### config.mk
export PLATFORM = sky130hd
export DESIGN_NAME = tp_access_ctrl
export DESIGN_NICKNAME = d
export VERILOG_FILES = /design/src/rtl/tp_access_ctrl.sv
export SDC_FILE = /design/constraint.sdc
export NUM_CORES = 1
export LEC_CHECK = 0
export BUFFER_PORTS_ARGS = -buffer_cell sky130_fd_sc_hd__buf_2
export CORE_MARGIN = 4
export CORE_UTILIZATION = 49
export DETAILED_ROUTE_END_ITERATION = 8
export HOLD_SLACK_MARGIN = 0.12
export PLACE_DENSITY = 0.82
export SYNTH_ARGS = -nofsm -noshare
export SYNTH_HDL_FRONTEND = slang
export SYNTH_SLANG_ARGS = --single-unit
### constraint.sdc
create_clock -name clk -period 2.6 [get_ports clk]
set_input_delay 0.52 -clock clk [delete_from_list [all_inputs] [get_ports clk]]
set_output_delay 0.52 -clock clk [all_outputs]
set_load 0.01 [all_outputs]
### src/rtl/tp_access_ctrl.sv
module tp_access_ctrl #(
  parameter int ADDR_W  = 3,
  parameter int NUM_CTL = 6
) (
  input  logic                     clk,
  input  logic                     rst,
  input  logic [1:0]               mode,
  input  logic                     step,
  input  logic                     ctl_din,
  input  logic [(1<<ADDR_W)-1:0]   mon_pts,
  input  logic [NUM_CTL-1:0]       func_sig,
  input  logic                     func_out,
  output logic [NUM_CTL-1:0]       cp_out,
  output logic                     shared_out
);
  localparam logic [ADDR_W-1:0] CTL_LAST = ADDR_W'(NUM_CTL - 1);
  localparam logic [ADDR_W-1:0] MON_LAST = '1;

  logic [ADDR_W-1:0]  addr_q;
  logic [NUM_CTL-1:0] hold_q;
  logic [ADDR_W-1:0]  wrap_at;

  wire test_on = (mode != 2'b00);
  wire obs_on  = mode[1];
  wire load_on = (mode == 2'b01);

  assign wrap_at = obs_on ? MON_LAST : CTL_LAST;

  always_ff @(posedge clk) begin
    if (rst)
      addr_q <= '0;
    else if (test_on && step)
      addr_q <= (addr_q >= wrap_at) ? '0 : addr_q + 1'b1;
  end

  for (genvar i = 0; i < NUM_CTL; i++) begin : g_hold
    always_ff @(posedge clk) begin
      if (rst)
        hold_q[i] <= 1'b0;
      else if (load_on && addr_q == ADDR_W'(i))
        hold_q[i] <= ctl_din;
    end
  end

  assign cp_out     = test_on ? hold_q : func_sig;
  assign shared_out = obs_on ? mon_pts[addr_q] : func_out;
endmodule

; ---- Yosys cells after proc, flatten, opt, wreduce, memory -nomap -nowiden
; Cells that the tools add are included.
[totals]
word_cells = 31
output_inout_bits = 7
register_bits = 9
input_bits = 21
[classes]
mux = 6
n_lt_le_gt_ge = 2
addsub = 1
eq_ne = 6
reduce_logical = 9
[ops]
columns = operator, n
row1 = 1-bit logical AND, 7
row2 = 3-bit by 2-bit equality test with 1-bit output (second input constant), 2
row3 = 3-bit equality test (second input constant), 2
row4 = 6-bit 2-to-1 mux, 1
row5 = 3-bit by 4-bit less-than comparator with 1-bit output (second input constant), 1
row6 = 3-bit by 1-bit adder with 3-bit output (second input constant), 1
row7 = 1-bit binary-select mux with 3-bit select, 1
row8 = 3-bit by 1-bit equality test with 1-bit output (second input constant), 1
row9 = 3-bit greater-or-equal comparator, 1
row10 = 3-bit zero test, 1
row11 = 3-bit 2-to-1 mux, 1
row12 = 2-bit by 1-bit equality test with 1-bit output (second input constant), 1
row13 = 1-bit 2-to-1 mux, 2
row14 = 2-bit 2-to-1 mux, 1
row15 = 2-bit nonzero test, 1

; ---- Depth between registers and ports, before layout
; Gate-level depths: netlist (run 1).
[depth]
word_depth = 3
mapped_depth = 6
ltp_nobuf = 5

; ---- Least setup slack after synthesis (run 1)
; OpenSTA, ideal clock, no wires.
[synth_path]
kind = input -> output
startpoint = in mode[1]
endpoint = out cp_out[0]
arrival_ns = 1.225
stages = 2
path_buffers = 0
required_time_ns = 2.080
path_slack_ns = 0.855
cell_sequence = nor2_1 -> mux2_2
[synth_between]
elab_chain_cells = 2
[synth_rtl]
columns = element, line_no
row1 = "start, declared", 7  ; input logic [1:0] mode,
row2 = 2-bit nonzero test, 23  ; wire test_on = (mode != 2'b00);
row3 = 6-bit 2-to-1 mux, 45  ; assign cp_out = test_on ? hold_q : func_sig;
row4 = "end, declared", 13  ; output logic [NUM_CTL-1:0] cp_out,
; Every way passes these cells.

; ---- Worst setup path in the final report (run 1)
[layout_path]
startpoint = reg addr_q[0]
endpoint = out shared_out
[layout_between]
elab_chain_cells = 3
[layout_rtl]
columns = element, line_no
row1 = "start, declared", 19  ; logic [ADDR_W-1:0] addr_q;
row2 = "start signal, assigned", 33  ; addr_q <= (addr_q >= wrap_at) ? '0 : addr_q + 1'b1;
row3 = 1-bit binary-select mux with 3-bit select, 46  ; assign shared_out = obs_on ? mon_pts[addr_q] : func_out;
row4 = 1-bit 2-to-1 mux (not written as such), 46
row5 = 1-bit 2-to-1 mux, 46
row6 = "end, declared", 14  ; output logic shared_out
; Every way passes these cells. The select of a mux whose other input is x is not followed.

==> run metrics, run 1 <==
mean routed wirelength per cell 13.1 µm; die boundary width 44.5 µm; total DRC errors in the routed layout 0; post-route clock period utilization 85.0%; full die area 1980 µm²; number of H-tree levels 1; cell at the slowest stage of the critical path sky130_fd_sc_hd__dfxtp_1; flip-flop and latch count after synthesis 9; number of buffers inserted for hold repair after clock tree synthesis 0; Final Worst Setup Slack 0.390 ns; initial core utilization 55.2%; post-route setup TNS 0 ns; fmax 452 MHz; Worst Hold Slack 0.499 ns; met2 Track Usage GR 28.7%; post-CTS repair timing setup buffer count 0; antenna diode instance count 0; post-CTS clock slew at the launch and capture registers of the worst setup and hold paths 0.06 ns; FILL cells 97; maximum buffer depth of the clock tree 2; register-to-register setup slack 1.12 ns; number of antenna violations at the first check in global routing 0; worst skew pair latency 0.25 ns; DP Wirelength 1140 µm; gate count after technology mapping 66; final critical path time including I/O delays and setup 2.21 ns; total of endpoints with negative setup slack in the final report 0; maximum number of pins on one net before global-route repair 11; Worst Path Required 2.08 ns; core footprint 1190 µm²; cell breakdown of the critical path mux2i_1 > mux4_2 > o21ai_2 > buf_2; drt first-iter violations 4; worst clock skew 0.00192 ns; CP startpoint kind flop; max-capacitance violation count 0; unrepaired setup endpoints after global routing no; area taken by multi-input logic gates 433 µm²; standard-cell rows 12; first-pass GRT wire length 2350 µm; overflow left after global routing 0; Worst Path Max Fanout 10; class of the tightest hold or removal check flop to flop; number of top-level pins 28; layer with the highest usage after global routing met2; met1 Track Usage GR 18.3%; clock buffers created by TritonCTS 3; finished layout cell area 811 µm²; worst setup path class flop to output pin; first-pass detailed-route iteration total 4; worst slack, placed 0.440 ns; largest vdd supply drop 0.316 mV; clock tree from TritonCTS yes; Total Nets Final 122; Final Slew Violations 0; post-CTS sizing 0; weighted congestion at the end of routability-driven global placement 0.764; status finished, final reports clean; synthesized area per cell 9.91 µm²; Least-Margin Pin Slew 0.531 ns; via count of the first global-routing pass 574; met3 track demand over resource in global routing 3.66%; CTS Root Buffer Type sky130_fd_sc_hd__clkbuf_4; routed wire length 1420 µm; synthesized netlist net count 93; Worst Setup End Kind output pin; PD cells 398 nW/µm²; final design utilization 68.4%; GRT Resource Usage Total 16.0%; post-synthesis cell area 654 µm²; synthesis-to-finish area growth 23.9%; final hold violation count 0; Routed Antenna Nets 0; leakage 0.400 nW; DP Area 785 µm²; Distinct cells, synth 20; count of vias placed by the detailed router 569; highest cell delay on the worst timing path 0.57 ns; relative slew slack 64.5%; Sink Count 9; yosys synthesis warning count 0; average via count per standard cell 5.27; Die Y-Extent 44.5 µm; Port Buf Inserts 27; proportion of layout cells with a drive suffix above 1 45.7%; arrival time of data at the critical path endpoint 1.69 ns; FF/Latch Area 180 µm²; sequential-to-total area share from yosys stat 27.5%
[registers in the layout, indices dropped and copies added, names as in the netlist]
register	cells
hold_q	6
addr_q	3
[worst max-delay path, delay by kind of cell, from the launching register on]
family | cells | cell delay [ns]
AO/OA/AOI/OAI | 1 | 0.11
buffers and inverters | 1 | 0.13
flip-flops | 1 | 0.57
multiplexers | 2 | 0.62
[placed cells by master (no fill, tap or decap), types with 2 or more instances in the layout]
cell type,netlist,routed
sky130_fd_sc_hd__clkbuf_4,0,3
sky130_fd_sc_hd__a211o_1,3,3
sky130_fd_sc_hd__and4bb_2,3,3
sky130_fd_sc_hd__ha_1,6,6
sky130_fd_sc_hd__nor2_1,7,7
sky130_fd_sc_hd__a21oi_1,3,3
sky130_fd_sc_hd__buf_2,0,27
sky130_fd_sc_hd__inv_1,4,4
sky130_fd_sc_hd__mux2_2,6,6
sky130_fd_sc_hd__nand4b_1,2,2
sky130_fd_sc_hd__dfxtp_1,9,9
sky130_fd_sc_hd__mux2i_1,10,10
sky130_fd_sc_hd__nand2_1,4,4
[cells in the mapped netlist]
library cell	number	share of area (%)
sky130_fd_sc_hd__a211o_1	3	4.0
sky130_fd_sc_hd__o21ai_2	1	1.3
sky130_fd_sc_hd__inv_2	1	0.57
sky130_fd_sc_hd__nand3b_1	1	1.1
sky130_fd_sc_hd__nor2_1	7	4.0
sky130_fd_sc_hd__mux4_2	1	3.4
sky130_fd_sc_hd__a21oi_1	3	2.3
sky130_fd_sc_hd__buf_1	1	0.57
sky130_fd_sc_hd__nand4b_1	2	2.7
sky130_fd_sc_hd__buf_4	1	1.1
sky130_fd_sc_hd__o21ai_1	1	0.76
sky130_fd_sc_hd__ha_1	6	11
sky130_fd_sc_hd__nand2_1	4	2.3
sky130_fd_sc_hd__a21o_2	1	1.3
sky130_fd_sc_hd__buf_6	1	1.7
sky130_fd_sc_hd__and4bb_2	3	5.7
sky130_fd_sc_hd__inv_1	4	2.3
sky130_fd_sc_hd__mux2i_1	10	15
sky130_fd_sc_hd__dfxtp_1	9	28
sky130_fd_sc_hd__mux2_2	6	10
[kinds of logic after synthesis]
logic type	Yosys count	synth area share [%]
buffers and inverters	8	6.31
AOI/OAI and AO/OA	9	9.75
adders and majority gates	6	11.5
and+or+nand+nor	17	15.9
muxes	17	29.1
DFF	9	27.5
[area by class of cell]
cell class,instances,area share (%)
Multi-Input combinational cell,49,53.4
Sequential cell,9,22.2
Inverter,5,2.31
Clock buffer,4,3.24
Timing Repair Buffer,27,16.7
Tap cell,14,2.16
[per-layer routing]
| layer | vias up | part of all wire, % |
|---|---|---|
| met5 | - | 0 |
| met4 | 0 | 0 |
| met3 | 0 | 5.3 |
| met2 | 13 | 53 |
| met1 | 264 | 42 |
| li1 | 292 | - |
[worst paths after layout]
path	from	cells past startpoint	endpoint
setup / recovery	addr_q[0]	4	shared_out
hold / removal	hold_q[5]	2	hold_q[5]
setup reg to reg	addr_q[0]	5	hold_q[0]
hold reg to reg	hold_q[5]	2	hold_q[5]
[through the flow]
step | power (mW) | std cells
after floorplan | 0.194 | 66
after global placement | 0.219 | 104
after detailed placement | 0.221 | 104
after CTS | 0.328 | 108
after global routing | 0.345 | 108
final | 0.323 | 108
[power breakdown]
part           switching, mW  total (mW)  internal [mW]
Clock                 0.0456       0.105         0.0589
Combinational         0.0321      0.0707         0.0386
Sequential           0.00626       0.148          0.142
Note: power is estimated with default switching activity, not from simulation.
==> run 2, diff against run 1 <==
- ABC_CLOCK_PERIOD_IN_PS: not set -> 2600
- RECOVER_POWER: not set -> 50
==> run 2 against run 1 <==
  * First-iteration DRC count is the same
  * Sequential share of layout area is essentially flat
  * Largest power group unchanged
  * Worst setup slack is the same
  * Global-route usage is the same
  * Sequential power is essentially flat
  * Critical path depth is the same
  * Register-to-register slack is essentially flat
  * Via count shrank 0.35%
  * Count of clock-buffer cells in the layout is the same
==> run metrics, run 2 (synthesis gave the netlist of run 1 again) <==
post-route total power 323 µW; proportion of layout cells with a drive suffix above 1 44.7%; average via count per standard cell 5.25; DP Wirelength 1140 µm; post-CTS repair timing setup buffer count 0; Sw Pwr 83.9 µW; registers with the most flip-flops hold_q: 6 flops, addr_q: 3 flops; standard-cell rows 12; antenna diode instance count 0; Final Worst Setup Slack 0.390 ns; final hold violation count 0; max-capacitance violation count 0; die boundary width 44.5 µm; Die Y-Extent 44.5 µm; internal power contribution 239 µW; Worst Path Max Fanout 10; drt first-iter violations 4; number of top-level pins 28; worst skew pair latency 0.25 ns; FILL cells 98; Least-Margin Pin Slew 0.531 ns; routed wire length 1420 µm; number of H-tree levels 1; relative slew slack 64.5%; status finished, final reports clean; class of the tightest hold or removal check flop to flop; maximum buffer depth of the clock tree 2; fmax 452 MHz; leading cell type in the layout, fill and taps excluded sky130_fd_sc_hd__buf_2; worst slack, placed 0.440 ns; overflow left after global routing 0; leakage 0.398 nW; number of standard cells in the final layout excluding fillers 108; area taken by multi-input logic gates 433 µm²; sequential share of power 45.8%; first-pass detailed-route iteration total 4; number of flip-flops under the largest register name 6; largest vdd supply drop 0.316 mV; CP startpoint kind flop; Sink Count 9; post-route setup TNS 0 ns; PD cells 399 nW/µm²; register name with the most flops hold_q; FF/Latch Area 180 µm²; placed instance count 104; most frequent cells in the layout sky130_fd_sc_hd__buf_2, sky130_fd_sc_hd__mux2i_1, sky130_fd_sc_hd__dfxtp_1; Total Nets Final 122; proportion of total power due to net switching 26.0%; fraction of power consumed by the clock network 32.4%; full die area 1980 µm²; number of buffers inserted for hold repair after clock tree synthesis 0; core footprint 1190 µm²; Port Buf Inserts 27; weighted congestion at the end of routability-driven global placement 0.764; final critical path time including I/O delays and setup 2.21 ns; via count of the first global-routing pass 574; synthesis-to-finish area growth 23.7%; worst clock skew 0.00192 ns; Final Slew Violations 0; arrival time of data at the critical path endpoint 1.69 ns; share of total power in combinational logic 21.8%; count of vias placed by the detailed router 567; post-CTS sizing 0; post-CTS clock slew at the launch and capture registers of the worst setup and hold paths 0.06 ns; first-pass GRT wire length 2350 µm; number of antenna violations at the first check in global routing 0; unrepaired setup endpoints after global routing no; Worst Setup End Kind output pin; maximum number of pins on one net before global-route repair 11; mean routed wirelength per cell 13.1 µm; total of endpoints with negative setup slack in the final report 0; clock tree from TritonCTS yes; clock buffers created by TritonCTS 3; GRT Resource Usage Total 16.0%; worst setup path class flop to output pin; initial core utilization 55.2%; CTS Root Buffer Type sky130_fd_sc_hd__clkbuf_4; total DRC errors in the routed layout 0; post-route clock period utilization 85.0%; Worst Path Required 2.08 ns; Routed Antenna Nets 0
run 2: path summary, 6_finish.rpt:
kind	slack [ns]	startpoint	cells after the start	endpoint
max	0.39	addr_q[0]	4	shared_out
min	0.50	hold_q[5]	2	hold_q[5]
max reg2reg	1.12	addr_q[0]	5	hold_q[0]
min reg2reg	0.50	hold_q[5]	2	hold_q[5]
run 2: metrics by stage:
stage | util [%] | hold slack (ns) | cell area [µm²]
2_1_floorplan | - | 0.456 | 654
3_3_place_gp | 66.1 | 0.475 | 785
3_5_place_dp | 66.1 | 0.487 | 785
4_1_cts | 68.4 | 0.501 | 811
5_1_grt | 68.2 | 0.540 | 810
6_report | 68.2 | 0.499 | 810
run 2: routing by layer:
| metal | vias to the layer above | track usage [%] | wire length (µm) |
|---|---|---|---|
| li1 | 292 | - | - |
| met1 | 262 | 18.3 | 596 |
| met2 | 13 | 28.7 | 745 |
| met3 | 0 | 3.66 | 73 |
| met4 | 0 | 5.42 | 0 |
| met5 | - | 0 | 0 |
run 2: power by group through the flow:
stage,Combinational (mW),Clock (mW),Sequential (mW)
6_report,0.0705,0.105,0.148
5_1_grt,0.0785,0.118,0.148
4_1_cts,0.0715,0.109,0.148
3_5_place_dp,0.0708,0,0.151
3_3_place_gp,0.0682,0,0.151
2_1_floorplan,0.0471,0,0.147
run 2: critical path, stage by stage, from the launching register on:
cell and delay [ns]:
sky130_fd_sc_hd__dfxtp_1 0.57, sky130_fd_sc_hd__mux2i_1 0.13, sky130_fd_sc_hd__mux4_2 0.49, sky130_fd_sc_hd__o21ai_2 0.11, sky130_fd_sc_hd__buf_2 0.13
run 2: cell type report:
type / instances / area share (%)
multi-input cells: 49 / 53.5
inverters: 5 / 2.32
repair buffers: 27 / 16.5
well taps: 14 / 2.16
clock buffers: 4 / 3.25
flip-flops and latches: 9 / 22.3
